--- config.mk ---
export PLATFORM = sky130hd
export DESIGN_NAME = ata_strobe_ctrl
export DESIGN_NICKNAME = d
export VERILOG_FILES = /design/src/rtl/ata_ce_pkg.sv /design/src/rtl/ata_cpu_pending.sv /design/src/rtl/ata_xfer_counter.sv /design/src/rtl/ata_bus_fsm.sv /design/src/rtl/ata_strobe_reg.sv /design/src/rtl/ata_strobe_ctrl.sv
export SDC_FILE = /design/constraint.sdc
export NUM_CORES = 1
export LEC_CHECK = 0
export CAP_MARGIN = 40
export CORE_MARGIN = 4
export CORE_UTILIZATION = 50
export CTS_CLUSTER_SIZE = 8
export DETAILED_ROUTE_END_ITERATION = 7
export DONT_BUFFER_PORTS = 1
export PLACE_DENSITY = 0.74
export SYNTH_ARGS = -nofsm -noshare
export SYNTH_HDL_FRONTEND = slang
export SYNTH_SLANG_ARGS = --single-unit
--- constraint.sdc ---
create_clock -name clk -period 7.23 [get_ports clk]
set_input_delay 1.8075 -clock clk [delete_from_list [all_inputs] [get_ports clk]]
set_output_delay 1.8075 -clock clk [all_outputs]
set_load 0.005 [all_outputs]
--- src/rtl/ata_ce_pkg.sv ---
package ata_ce_pkg;

    typedef enum logic [1:0] {
        ST_IDLE = 2'd0,
        ST_CPU  = 2'd1,
        ST_DMA  = 2'd2
    } bus_st_e;

    typedef struct packed {
        logic ce1_n;
        logic ce2_n;
        logic dack_n;
    } strobe_t;

    localparam strobe_t STROBE_OFF = '{ce1_n: 1'b1, ce2_n: 1'b1, dack_n: 1'b1};

    // Strobe pattern of a processor cycle: word cycles use enable 1, byte cycles enable 2.
    function automatic strobe_t cpu_strobe(input logic is_word);
        strobe_t s;
        s        = STROBE_OFF;
        s.ce1_n  = ~is_word;
        s.ce2_n  = is_word;
        return s;
    endfunction

    // Full output decode from the bus state that will hold after the edge.
    function automatic strobe_t strobe_decode(input bus_st_e st, input logic is_word,
                                              input logic burst_open, input logic hold);
        strobe_t s;
        s = STROBE_OFF;
        case (st)
            ST_CPU:  s = cpu_strobe(is_word);
            ST_DMA:  s.dack_n = 1'b0;
            default: s.dack_n = ~(burst_open & hold);
        endcase
        return s;
    endfunction

endpackage

--- src/rtl/ata_cpu_pending.sv ---
module ata_cpu_pending (
    input  logic clk,
    input  logic rst,
    input  logic cpu_start,
    input  logic cpu_word,
    input  logic accept,
    output logic want,
    output logic want_word
);
    logic pend_q;
    logic pend_word_q;

    assign want      = pend_q | cpu_start;
    assign want_word = pend_q ? pend_word_q : cpu_word;

    always_ff @(posedge clk) begin
        if (rst) begin
            pend_q      <= 1'b0;
            pend_word_q <= 1'b0;
        end else if (accept) begin
            pend_q      <= 1'b0;
        end else if (cpu_start && !pend_q) begin
            pend_q      <= 1'b1;
            pend_word_q <= cpu_word;
        end
    end

    // a waiting request is not dropped before it is served
    a_r8_pending_kept: assert property (@(posedge clk) disable iff (rst)
        (pend_q && !accept) |=> pend_q);

endmodule

--- src/rtl/ata_xfer_counter.sv ---
module ata_xfer_counter #(
    parameter int CNT_W = 8
) (
    input  logic             clk,
    input  logic             rst,
    input  logic             load,
    input  logic [CNT_W-1:0] load_val,
    input  logic             dec,
    output logic             burst_open,
    output logic             open_nxt
);
    localparam logic [CNT_W-1:0] ONE = CNT_W'(1);

    logic [CNT_W-1:0] cnt_q;
    logic [CNT_W-1:0] cnt_nxt;

    always_comb begin
        cnt_nxt = cnt_q;
        if (load)
            cnt_nxt = (load_val == '0) ? ONE : load_val;
        else if (dec)
            cnt_nxt = cnt_q - ONE;
    end

    assign burst_open = (cnt_q != '0);
    assign open_nxt   = (cnt_nxt != '0);

    always_ff @(posedge clk) begin
        if (rst) cnt_q <= '0;
        else     cnt_q <= cnt_nxt;
    end

    // every DMA cycle end removes exactly one cycle from the burst
    a_r5_dec_step: assert property (@(posedge clk) disable iff (rst)
        dec |=> cnt_q == $past(cnt_q) - ONE);
    // no DMA cycle runs on an empty burst
    a_r5_no_dec_empty: assert property (@(posedge clk) disable iff (rst)
        dec |-> cnt_q != '0);
    // a burst length is only taken while no burst is open
    a_r10_load_when_closed: assert property (@(posedge clk) disable iff (rst)
        load |-> cnt_q == '0);

endmodule

--- src/rtl/ata_bus_fsm.sv ---
module ata_bus_fsm
    import ata_ce_pkg::*;
(
    input  logic    clk,
    input  logic    rst,
    input  logic    want,
    input  logic    want_word,
    input  logic    dreq,
    input  logic    cyc_end,
    input  logic    burst_hold,
    input  logic    burst_open,
    output logic    accept,
    output logic    load,
    output logic    dec,
    output bus_st_e st_q,
    output bus_st_e st_nxt,
    output logic    word_nxt,
    output logic    hold_q,
    output logic    hold_nxt
);
    logic    word_q;
    logic    cpu_ok;
    logic    start_dma;

    always_comb begin
        cpu_ok    = want && !(burst_open && hold_q);
        accept    = (st_q == ST_IDLE) && cpu_ok;
        start_dma = (st_q == ST_IDLE) && !cpu_ok && dreq;
        load      = start_dma && !burst_open;
        dec       = (st_q == ST_DMA) && cyc_end;
        st_nxt    = st_q;
        case (st_q)
            ST_IDLE: begin
                if (accept)         st_nxt = ST_CPU;
                else if (start_dma) st_nxt = ST_DMA;
            end
            ST_CPU:  if (cyc_end) st_nxt = ST_IDLE;
            ST_DMA:  if (cyc_end) st_nxt = ST_IDLE;
            default: st_nxt = ST_IDLE;
        endcase
        word_nxt = accept ? want_word : word_q;
        hold_nxt = load ? burst_hold : hold_q;
    end

    always_ff @(posedge clk) begin
        if (rst) begin
            st_q   <= ST_IDLE;
            word_q <= 1'b0;
            hold_q <= 1'b0;
        end else begin
            st_q   <= st_nxt;
            word_q <= word_nxt;
            hold_q <= hold_nxt;
        end
    end

    // a CPU request seen with a free bus and no hold burst is taken before DMA
    a_r9_cpu_first: assert property (@(posedge clk) disable iff (rst)
        (st_q == ST_IDLE && want && !burst_open) |=> st_q == ST_CPU);
    // the hold setting is frozen while a burst is open
    a_r10_hold_frozen: assert property (@(posedge clk) disable iff (rst)
        (burst_open && $past(burst_open)) |-> $stable(hold_q));

endmodule

--- src/rtl/ata_strobe_reg.sv ---
module ata_strobe_reg
    import ata_ce_pkg::*;
(
    input  logic    clk,
    input  logic    rst,
    input  bus_st_e st_nxt,
    input  logic    word_nxt,
    input  logic    open_nxt,
    input  logic    hold_nxt,
    output logic    ce1_n,
    output logic    ce2_n,
    output logic    dack_n
);
    strobe_t out_q;

    always_ff @(posedge clk) begin
        if (rst) out_q <= STROBE_OFF;
        else     out_q <= strobe_decode(st_nxt, word_nxt, open_nxt, hold_nxt);
    end

    assign ce1_n  = out_q.ce1_n;
    assign ce2_n  = out_q.ce2_n;
    assign dack_n = out_q.dack_n;

    // outputs are inactive on the cycle after reset
    a_r1_reset_off: assert property (@(posedge clk) disable iff (rst)
        $past(rst) |-> (ce1_n && ce2_n && dack_n));
    // at most one chip enable is active
    a_r2_ce_onehot0: assert property (@(posedge clk) disable iff (rst)
        $onehot0({~ce1_n, ~ce2_n}));

endmodule

--- src/rtl/ata_strobe_ctrl.sv ---
module ata_strobe_ctrl
    import ata_ce_pkg::*;
#(
    parameter int CNT_W = 8
) (
    input  logic             clk,
    input  logic             rst,
    input  logic             cpu_start,
    input  logic             cpu_word,
    input  logic             cyc_end,
    input  logic             dreq,
    input  logic             burst_hold,
    input  logic [CNT_W-1:0] xfer_len,
    output logic             ce1_n,
    output logic             ce2_n,
    output logic             dack_n
);
    logic    want, want_word, accept, load, dec;
    logic    burst_open, open_nxt, word_nxt, hold_q, hold_nxt;
    bus_st_e st_q, st_nxt;

    ata_cpu_pending u_pend (
        .clk(clk), .rst(rst), .cpu_start(cpu_start), .cpu_word(cpu_word),
        .accept(accept), .want(want), .want_word(want_word)
    );

    ata_xfer_counter #(.CNT_W(CNT_W)) u_cnt (
        .clk(clk), .rst(rst), .load(load), .load_val(xfer_len), .dec(dec),
        .burst_open(burst_open), .open_nxt(open_nxt)
    );

    ata_bus_fsm u_fsm (
        .clk(clk), .rst(rst), .want(want), .want_word(want_word), .dreq(dreq),
        .cyc_end(cyc_end), .burst_hold(burst_hold), .burst_open(burst_open),
        .accept(accept), .load(load), .dec(dec), .st_q(st_q), .st_nxt(st_nxt),
        .word_nxt(word_nxt), .hold_q(hold_q), .hold_nxt(hold_nxt)
    );

    ata_strobe_reg u_out (
        .clk(clk), .rst(rst), .st_nxt(st_nxt), .word_nxt(word_nxt),
        .open_nxt(open_nxt), .hold_nxt(hold_nxt),
        .ce1_n(ce1_n), .ce2_n(ce2_n), .dack_n(dack_n)
    );

    // both enables stay off while a DMA cycle runs
    a_r4_dma_no_ce: assert property (@(posedge clk) disable iff (rst)
        (st_q == ST_DMA) |-> (ce1_n && ce2_n));
    // acknowledge and chip enables never overlap
    a_r8_no_overlap: assert property (@(posedge clk) disable iff (rst)
        !dack_n |-> (ce1_n && ce2_n));
    // in a hold burst the acknowledge stays low until the burst closes
    a_r6_hold_keeps_dack: assert property (@(posedge clk) disable iff (rst)
        (!dack_n && burst_open && hold_q) |=> (!dack_n || !burst_open));
    // without hold the acknowledge is released after each DMA cycle
    a_r7_gap_release: assert property (@(posedge clk) disable iff (rst)
        (!hold_q && st_q == ST_DMA && cyc_end) |=> dack_n);

endmodule

==> results of run 1 <==
## path summary, 6_finish.rpt
check        slack [ns]  depth (start not counted)            endpoint
max reg2reg        4.38                          9        u_out.dack_n
max                3.92                          6        u_out.dack_n
min                0.52                          2  u_pend.pend_word_q
min reg2reg        0.52                          2  u_pend.pend_word_q
## cells in the mapped netlist (2+ instances only)
cell type	n	area (sq um)
dfxtp_1	17	340
nor2_1	16	60.1
a211oi_1	8	60.1
nand2_1	7	26.3
a21oi_1	6	30.0
nor3_1	6	30.0
ha_1	5	62.6
inv_1	5	18.8
nand2b_1	5	31.3
mux2i_1	4	40.0
nor2b_1	4	25.0
nor4_1	4	25.0
o21ai_0	4	20.0
nand3b_1	3	22.5
xor2_1	3	26.3
clkbuf_1	2	7.51
nand3_1	2	10.0
xnor2_1	2	17.5
## state kept, by name (all words and copies together) (netlist names)
name                flops
u_fsm.st_q              2
u_out.ce1_n             1
u_pend.pend_q           1
u_pend.pend_word_q      1
u_fsm.hold_q            1
u_cnt.cnt_q             8
u_fsm.word_q            1
u_out.dack_n            1
u_out.ce2_n             1
## per-layer routing
metal | routed length, um | part of all wire [%] | global-route usage, %
met1 | 959 | 47 | 23.2
met2 | 939 | 46 | 27.0
met3 | 118 | 5.8 | 6.84
met4 | 17 | 0.84 | 5.11
met5 | 0 | 0 | 0
## logic make-up after synthesis
| logic type | Yosys count | share of synthesized area (%) |
|---|---|---|
| simple gates | 55 | 30.4 |
| compound gates | 24 | 16.8 |
| flops | 17 | 34.8 |
| buf+inv | 8 | 3.07 |
| xor+xnor | 5 | 4.48 |
| fa+ha+maj | 5 | 6.39 |
| mux | 4 | 4.09 |
## cell usage in the layout (no fill, tap or decap), types with 4 or more instances in the layout
cell type / n
ha_1: 5
nor2_1: 16
nand2_1: 7
nand2b_1: 5
o21ai_0: 4
mux2i_1: 4
dfxtp_1: 17
nor4_1: 4
inv_1: 5
nor3_1: 6
nor2b_1: 4
a211oi_1: 8
a21oi_1: 6
## critical path, stage by stage
cell and delay, ns:
nor4bb_1 0.44, nand2_1 0.15, nor3_1 0.53, mux2i_1 0.19
a211oi_1 0.26, o21ai_0 0.11
## where the power goes
| part | switching [uW] | internal, uW |
|---|---|---|
| clock network | 29.7 | 21.5 |
| registers | 14.1 | 109 |
| logic | 58.9 | 51.6 |
## layout make-up
cell class                 count  share of cell area (%)
sequential                    17                    33.2
multi-input combinational     93                    59.3
clock buffer                   4                    2.56
tap                           25                    3.05
inverter                       5                    1.83
## metrics by stage
step                      area [sq um]  power [uW]  setup slack (ns)
after floorplan                    978         215              3.95
after global placement             998         231              3.74
after detailed placement           998         234              3.65
after CTS                         1020         285              3.96
after global routing              1020         309              3.71
final                             1020         285              3.92
==> flow_metrics.py, run 1 <==
metrics = {
    "cts": {
        "clk_latency_ns": 0.29,
        "ctsResizeCount": 0,
        "postCtsSetupBuffers": 0,
        "path_clk_slew_ns": 0.10,
        "cts_tree": "built",
        "cts.htree.levels": 1,
        "cts_buffer_depth": 2,
        "hold_buffers": 0,
        "cts_num_sinks": 17,
        "numCtsBuffers": 3,
        "cts-root-buf": "clkbuf_4",
    },
    "placed_design": {
        "placed_cells": 140,
        "port_buffers": 0,
        "place_congestion": 0.884,
        "hpwl_um": 1580,
    },
    "timing": {
        "max_slew_margin_pct": 56.4,
        "rsz0062_at_grt": "false",
        "tightestPinTransition_ns": 0.649,
        "fin_hold_ws_ns": 0.522,
        "hold_viol": 0,
        "layout_min_cycle_time_ns": 3.31,
        "fin_skew_ns": 0.00477,
        "slew_viol_final": 0,
        "timing.final.crit_share_pct": 45.8,
        "finalSetupTns_ns": 0,
        "fmax_ghz": 0.302,
        "setup_viol": 0,
    },
    "synth": {
        "ys_warn_count": 0,
        "synth_area_sq_um": 978,
        "synthCells": 118,
        "synth_nets": 138,
        "async_flop_share_pct": 0,
        "synth_area_per_cell_sq_um": 8.29,
        "synth_edf_count": 0,
        "synth.distinct_cells": 33,
        "seq_area_frac_synth_pct": 34.8,
        "ys_ff_latch": 17,
        "yosys_most_used_dff": "dfxtp_1",
    },
    "critical_path": {
        "worstSetupStartpointType": "input port",
        "critPathLaunch": "dreq",
        "critPathKind": "input port to flop",
        "end_kind": "flop",
        "critPathArrivalTime_ns": 3.49,
        "critPathMaxFanout": 5,
        "cp.required_ns": 7.41,
        "reg2reg_from": "u_cnt.cnt_q[3]",
    },
    "die": {
        "num_rows": 15,
        "die_y_um": 52.2,
        "start_util_pct": 54.9,
        "fp.dieArea_sq_um": 2730,
        "die_w_um": 52.2,
        "io_pins": 18,
        "core_sq_um": 1780,
    },
    "detailed_routing": {
        "via_per_inst": 5.62,
        "antenna_left": 0,
        "detail_route.iter0.violations": 21,
        "remaining_drc_errors": 0,
        "routed_wl_um": 2030,
        "drt-wirelength-per-cell_um": 14.1,
        "vias": 809,
        "dr.pass1.iters": 4,
    },
    "layout": {
        "fill_cells": 172,
        "area.sequential_sq_um": 340,
        "n_antenna_cell": 0,
        "final_cells": 144,
        "utilization_pct": 57.5,
        "fin_nets": 140,
        "multiInputGateArea_sq_um": 608,
        "areaGrowthSynthToFinish_pct": 4.73,
        "drive_above_1_share_pct": 5.88,
    },
    "power": {
        "p_leak_uw": 0.000378,
        "power.density_nw_per_um2": 278,
        "peakVddDrop_mv": 0.148,
    },
    "global_routing": {
        "grt_pass1_vias": 773,
        "grt_util_all_layers_pct": 17.7,
        "grt_first_pass_wirelength_um": 3540,
        "grt_antenna_before_repair": 0,
        "grt_max_degree": 19,
        "gr-total-overflow": 0,
    },
    "hold_path": {
        "min_from": "u_pend.pend_word_q",
        "hold_path_class": "flop to flop",
    },
    "status": {
        "outcome": "finished, final reports clean",
    },
    "job": {
        "cap_viol_max_count": 0,
    },
}
No activity file was read; power rests on OpenSTA's default activity.
==> run 2, diff against run 1 <==
PLACE_DENSITY = 0.77   (was 0.74)
clock period = 2.7 ns   (was 7.23 ns; I/O delays follow)
==> run 2 against run 1 <==
Via count increased by 7.3%. Routed wire length grew 6.2%. First-iteration DRC count increased by 38%.
==> flow_metrics.py, run 2 (synthesis results as in run 1) <==
metrics = {
    "layout": {
        "utilization_pct": 59.6,
        "drive_above_1_share_pct": 10.5,
        "largest_reg_flops": 8,
        "n_antenna_cell": 0,
        "reg_top3": "u_cnt.cnt_q: 8 flops, u_fsm.st_q: 2 flops",
        "largest-register": "u_cnt.cnt_q",
        "areaGrowthSynthToFinish_pct": 8.70,
        "fill_cells": 161,
        "fin_nets": 145,
        "final_cell_mix": "nor2_1, dfxtp_1, a211oi_1, nand2_1",
    },
    "die": {
        "die_w_um": 52.2,
        "start_util_pct": 54.9,
        "io_pins": 18,
        "die_y_um": 52.2,
        "fp.dieArea_sq_um": 2730,
        "core_sq_um": 1780,
        "num_rows": 15,
    },
    "placed_design": {
        "place_congestion": 0.870,
        "post-place-ws_ns": 0.0620,
        "hpwl_um": 1730,
        "port_buffers": 0,
    },
    "detailed_routing": {
        "dr.pass1.iters": 4,
        "vias": 868,
        "remaining_drc_errors": 0,
        "antenna_left": 0,
        "drt-wirelength-per-cell_um": 14.5,
        "via_per_inst": 5.83,
        "detail_route.iter0.violations": 29,
        "routed_wl_um": 2160,
    },
    "power": {
        "switching_power_uw": 283,
        "p_leak_uw": 0.000402,
        "p_sw_share_pct": 35.7,
        "combPwrFrac_pct": 41.3,
        "seq_power_share_pct": 41.5,
        "power.density_nw_per_um2": 745,
        "peakVddDrop_mv": 0.352,
        "p_clk_share_pct": 17.2,
        "internal_power_uw": 509,
    },
    "job": {
        "cap_viol_max_count": 0,
    },
    "hold_path": {
        "hold_path_class": "input port to flop",
        "min_from": "rst",
        "whs_endpoint": "u_cnt.cnt_q[5]",
        "worstHoldPathCells": 1,
    },
    "cts": {
        "cts_num_sinks": 17,
        "cts_buffer_depth": 2,
        "cts_tree": "built",
        "path_clk_slew_ns": 0.10,
        "cts.htree.levels": 1,
        "cts-root-buf": "clkbuf_4",
        "clk_latency_ns": 0.29,
        "numCtsBuffers": 3,
        "hold_buffers": 0,
    },
    "timing": {
        "setup_viol": 0,
        "layout_min_cycle_time_ns": 2.60,
        "rsz0062_at_grt": "false",
        "fmax_ghz": 0.385,
        "hold_viol": 0,
        "slew_viol_final": 0,
        "max_slew_margin_pct": 67.9,
        "timing.final.ws_setup_ns": 0.105,
        "finalSetupTns_ns": 0,
        "timing.final.crit_share_pct": 96.1,
        "fin_skew_ns": 0.00631,
        "tightestPinTransition_ns": 0.476,
        "fin_hold_ws_ns": 0.441,
    },
    "global_routing": {
        "gr-total-overflow": 0,
        "grt_pass1_vias": 846,
        "grt_antenna_before_repair": 0,
        "grt_first_pass_wirelength_um": 3630,
        "grt_util_all_layers_pct": 18.3,
        "grt_max_degree": 19,
    },
    "critical_path": {
        "slowest_stage": "or4_4",
        "r2r-end": "u_out.dack_n",
        "crit_chain": "or4_4, or3_4, a21oi_4, o21ai_0, a21oi_1, ha_1, or3_1, o2111ai_1, o21ai_1",
        "critPathArrivalTime_ns": 2.78,
        "reg2reg_from": "u_cnt.cnt_q[3]",
        "rrSetupSlack_ns": 0.10,
        "critPathMaxFanout": 4,
        "r2r_cells": 9,
        "worstSetupStartpointType": "flop",
        "critPathKind": "flop to flop",
        "cpPeakStageDelay_ns": 0.56,
        "end_kind": "flop",
        "cp.required_ns": 2.89,
    },
    "status": {
        "outcome": "finished, final reports clean",
    },
}
==> run 2: changes by cell type in the layout (fill, tap and decap cells not counted) <==
cell / delta
dfxtp_2: +1
o21ai_1: +1
buf_4: +5
o21ai_0: -1
dfxtp_1: -1
==> run 2: power by group through the flow <==
stage               logic, uW  registers, uW  clock network (uW)
detailed placement        314            333                   0
finish                    327            329                 136
CTS                       316            327                 142
global route              366            334                 148
floorplan                 249            327                   0
global placement          301            330                   0
==> run 2: what timing repair did <==
item	4_1_cts	5_1_grt
setup endpoints to repair	0	1
setup buffers	0	1
resized for setup	0	2
endpoints found under the hold margin	0	0
==> run 2: metrics by stage <==
step           power [uW]  instance area (sq um)  instances
2_1_floorplan         576                    978        118
3_3_place_gp          631                   1030        144
3_5_place_dp          647                   1030        144
4_1_cts               785                   1050        148
5_1_grt               848                   1060        149
6_report              792                   1060        149
==> run 2: area by class of cell <==
| cell class | count | area (sq um) | area share (%) |
|---|---|---|---|
| clock buffer | 4 | 26.3 | 2.47 |
| sequential | 17 | 342 | 32.1 |
| inverter | 5 | 18.8 | 1.76 |
| tap | 25 | 31.3 | 2.94 |
| multi-input combinational | 93 | 608 | 57.2 |
| timing repair buffer | 5 | 37.5 | 3.53 |
==> run 2: critical path: cells and delay by family (launching register included) <==
kind / cells / cell delay [ns]
AO/OA/AOI/OAI: 5 / 0.62
AND/OR/NAND/NOR: 3 / 1.27
flip-flops: 1 / 0.33
adder cells (fa/ha/maj): 1 / 0.27
==> run 2: metal layers <==
metal	GRT usage, %	part of all wire, %
met5	0	0
met4	6.38	1.5
met2	31.0	48
met1	20.7	45
met3	7.12	6.2
==> run 2: worst max-delay path by stage <==
stage | startpoint | end | slack [ns]
after floorplan | u_cnt.cnt_q[3] | u_out.dack_n | 0.15
after global placement | u_cnt.cnt_q[6] | u_out.dack_n | 0.15
after detailed placement | u_cnt.cnt_q[6] | u_out.dack_n | 0.06
after CTS | u_cnt.cnt_q[6] | u_out.dack_n | 0.04
after global routing | u_cnt.cnt_q[3] | u_out.dack_n | 0.008
final | u_cnt.cnt_q[3] | u_out.dack_n | 0.10
==> run 3, diff against run 2 <==
CORE_UTILIZATION = 45   (was 50)
DONT_BUFFER_PORTS = unset   (was 1)
PLACE_DENSITY = 0.82   (was 0.77)
==> run 3 against run 2 <==
Via count grew 7.3%. Clock power is essentially flat. Clock skew is essentially flat. Worst setup slack lost 0.060 ns. Power grew 6.2%. Routed wire length grew 6.7%. Final cell count grew 14%. Final area grew 18%. Core utilization grew 2.7 points. Register-to-register slack lost 0.06 ns. Count of clock-buffer cells in the layout is the same. Maximum frequency shrank 2.3%.
==> flow_metrics.py, run 3 (synthesis results as in run 1) <==
metrics = {
    "timing": {
        "fin_skew_ns": 0.00619,
        "layout_min_cycle_time_ns": 2.66,
        "tightestPinTransition_ns": 0.511,
        "slew_viol_final": 0,
        "hold_viol": 0,
        "rsz0062_at_grt": "true",
        "max_slew_margin_pct": 65.6,
        "timing.final.crit_share_pct": 98.3,
        "fmax_ghz": 0.377,
        "setup_viol": 0,
    },
    "cts": {
        "path_clk_slew_ns": 0.09,
        "cts_tree": "built",
        "cts_buffer_depth": 2,
        "hold_buffers": 0,
        "clk_latency_ns": 0.28,
        "numCtsBuffers": 3,
        "cts-root-buf": "clkbuf_4",
        "cts_num_sinks": 17,
        "cts.htree.levels": 1,
    },
    "hold_path": {
        "hold_path_class": "flop to flop",
        "whs_endpoint": "u_pend.pend_word_q",
        "min_from": "u_pend.pend_word_q",
        "worstHoldPathCells": 2,
    },
    "critical_path": {
        "cpPeakStageDelay_ns": 0.55,
        "cp.required_ns": 2.87,
        "end_kind": "flop",
        "slowest_stage": "or4_4",
        "path_depth": 9,
        "critPathBufInv": 0,
        "critical_path.top_delay_family": "simple AND/OR/NAND/NOR gates",
        "reg2reg_from": "u_cnt.cnt_q[6]",
        "critPathKind": "flop to flop",
        "r2r-end": "u_out.dack_n",
        "rrSetupSlack_ns": 0.04,
        "r2r_cells": 9,
        "critPathArrivalTime_ns": 2.83,
        "crit_chain": "or4_4, or3_4, a21oi_4, o21ai_2, a21oi_2, ha_1, or3_1, o2111ai_1, o21ai_1",
        "worstSetupStartpointType": "flop",
        "critPathMaxFanout": 4,
    },
    "layout": {
        "fill_cells": 176,
        "final_cell_mix": "clkdlybuf4s50_1, nor2_1, dfxtp_1, a211oi_1",
        "n_antenna_cell": 0,
        "reg_top3": "u_cnt.cnt_q: 8 flops, u_fsm.st_q: 2 flops",
        "largest-register": "u_cnt.cnt_q",
        "layout_commonest_cell": "clkdlybuf4s50_1",
        "finish.instance_area_sq_um": 1260,
        "areaGrowthSynthToFinish_pct": 28.8,
        "fin_nets": 164,
        "largest_reg_flops": 8,
        "drive_above_1_share_pct": 12.6,
        "final_cells": 170,
        "area.sequential_sq_um": 343,
        "multiInputGateArea_sq_um": 616,
    },
    "die": {
        "fp.dieArea_sq_um": 2980,
        "start_util_pct": 48.4,
        "core_sq_um": 2020,
        "io_pins": 18,
        "num_rows": 16,
        "die_w_um": 54.6,
        "die_y_um": 54.6,
    },
    "detailed_routing": {
        "via_per_inst": 5.48,
        "drt-wirelength-per-cell_um": 13.6,
        "antenna_left": 0,
        "vias": 931,
        "dr.pass1.iters": 4,
        "routed_wl_um": 2300,
        "detail_route.iter0.violations": 17,
        "remaining_drc_errors": 0,
    },
    "placed_design": {
        "port_buffers": 17,
        "hpwl_um": 1840,
        "placed_area_sq_um": 1220,
        "place_congestion": 0.897,
        "placed_cells": 165,
    },
    "power": {
        "p_leak_uw": 0.000482,
        "power.density_nw_per_um2": 667,
        "peakVddDrop_mv": 0.377,
    },
    "global_routing": {
        "grt_pass1_vias": 896,
        "gr-total-overflow": 0,
        "grt_antenna_before_repair": 0,
        "grt_util_all_layers_pct": 17.6,
        "grt_max_degree": 12,
        "grt_first_pass_wirelength_um": 3750,
    },
    "status": {
        "outcome": "finished, final reports clean",
    },
    "job": {
        "cap_viol_max_count": 0,
    },
}
-- run 3: final cells by class --
class	count	area share, %
timing repair buffer	24	17.7
multi-input combinational	93	48.9
tap	27	2.68
clock buffer	4	2.09
sequential	17	27.2
inverter	5	1.49
-- run 3: power by group --
part	total, uW	internal (uW)	switching [uW]
logic	380	194	186
registers	326	294	32.1
clock network	134	57.3	77.2
-- run 3: timing repair --
item,CTS,global route
pin swaps,3,2
buffers inserted,1,0
resized for setup,2,4
endpoints found under the setup margin,1,1
-- run 3: worst min-delay path: cells and delay by family (launching register included) --
kind	cells	cell delay (ns)
muxes	1	0.06
and+or+nand+nor	1	0.07
DFF	1	0.34
-- run 3: metrics by stage --
stage	utilization, %	total power (uW)	TNS, ns	setup slack (ns)	hold WS (ns)
after floorplan	-	576	0	0.145	0.460
after global placement	60.1	681	-0.00499	-0.00499	0.475
after detailed placement	60.1	692	-0.0119	-0.0119	0.488
after CTS	61.9	836	0	0.0148	0.510
after global routing	62.3	898	-0.0310	-0.0310	0.547
final	62.3	841	0	0.0448	0.504
-- run 3: how the worst max path moves through the flow --
| stage | from | to | slack (ns) |
|---|---|---|---|
| after floorplan | u_cnt.cnt_q[3] | u_out.dack_n | 0.15 |
| after global placement | cpu_start | u_out.dack_n | -0.005 |
| after detailed placement | cpu_start | u_out.dack_n | -0.01 |
| after CTS | u_cnt.cnt_q[6] | u_out.dack_n | 0.01 |
| after global routing | u_cnt.cnt_q[6] | u_out.dack_n | -0.03 |
| final | u_cnt.cnt_q[6] | u_out.dack_n | 0.04 |
-- run 3: layer usage --
| metal | track usage [%] | wire, um | vias to the layer above |
|---|---|---|---|
| met1 | 21.1 | 1010 | 417 |
| met5 | 0 | 0 | - |
| met3 | 3.00 | 90 | 8 |
| li1 | - | - | 476 |
| met2 | 29.7 | 1130 | 30 |
| met4 | 8.71 | 65 | 0 |
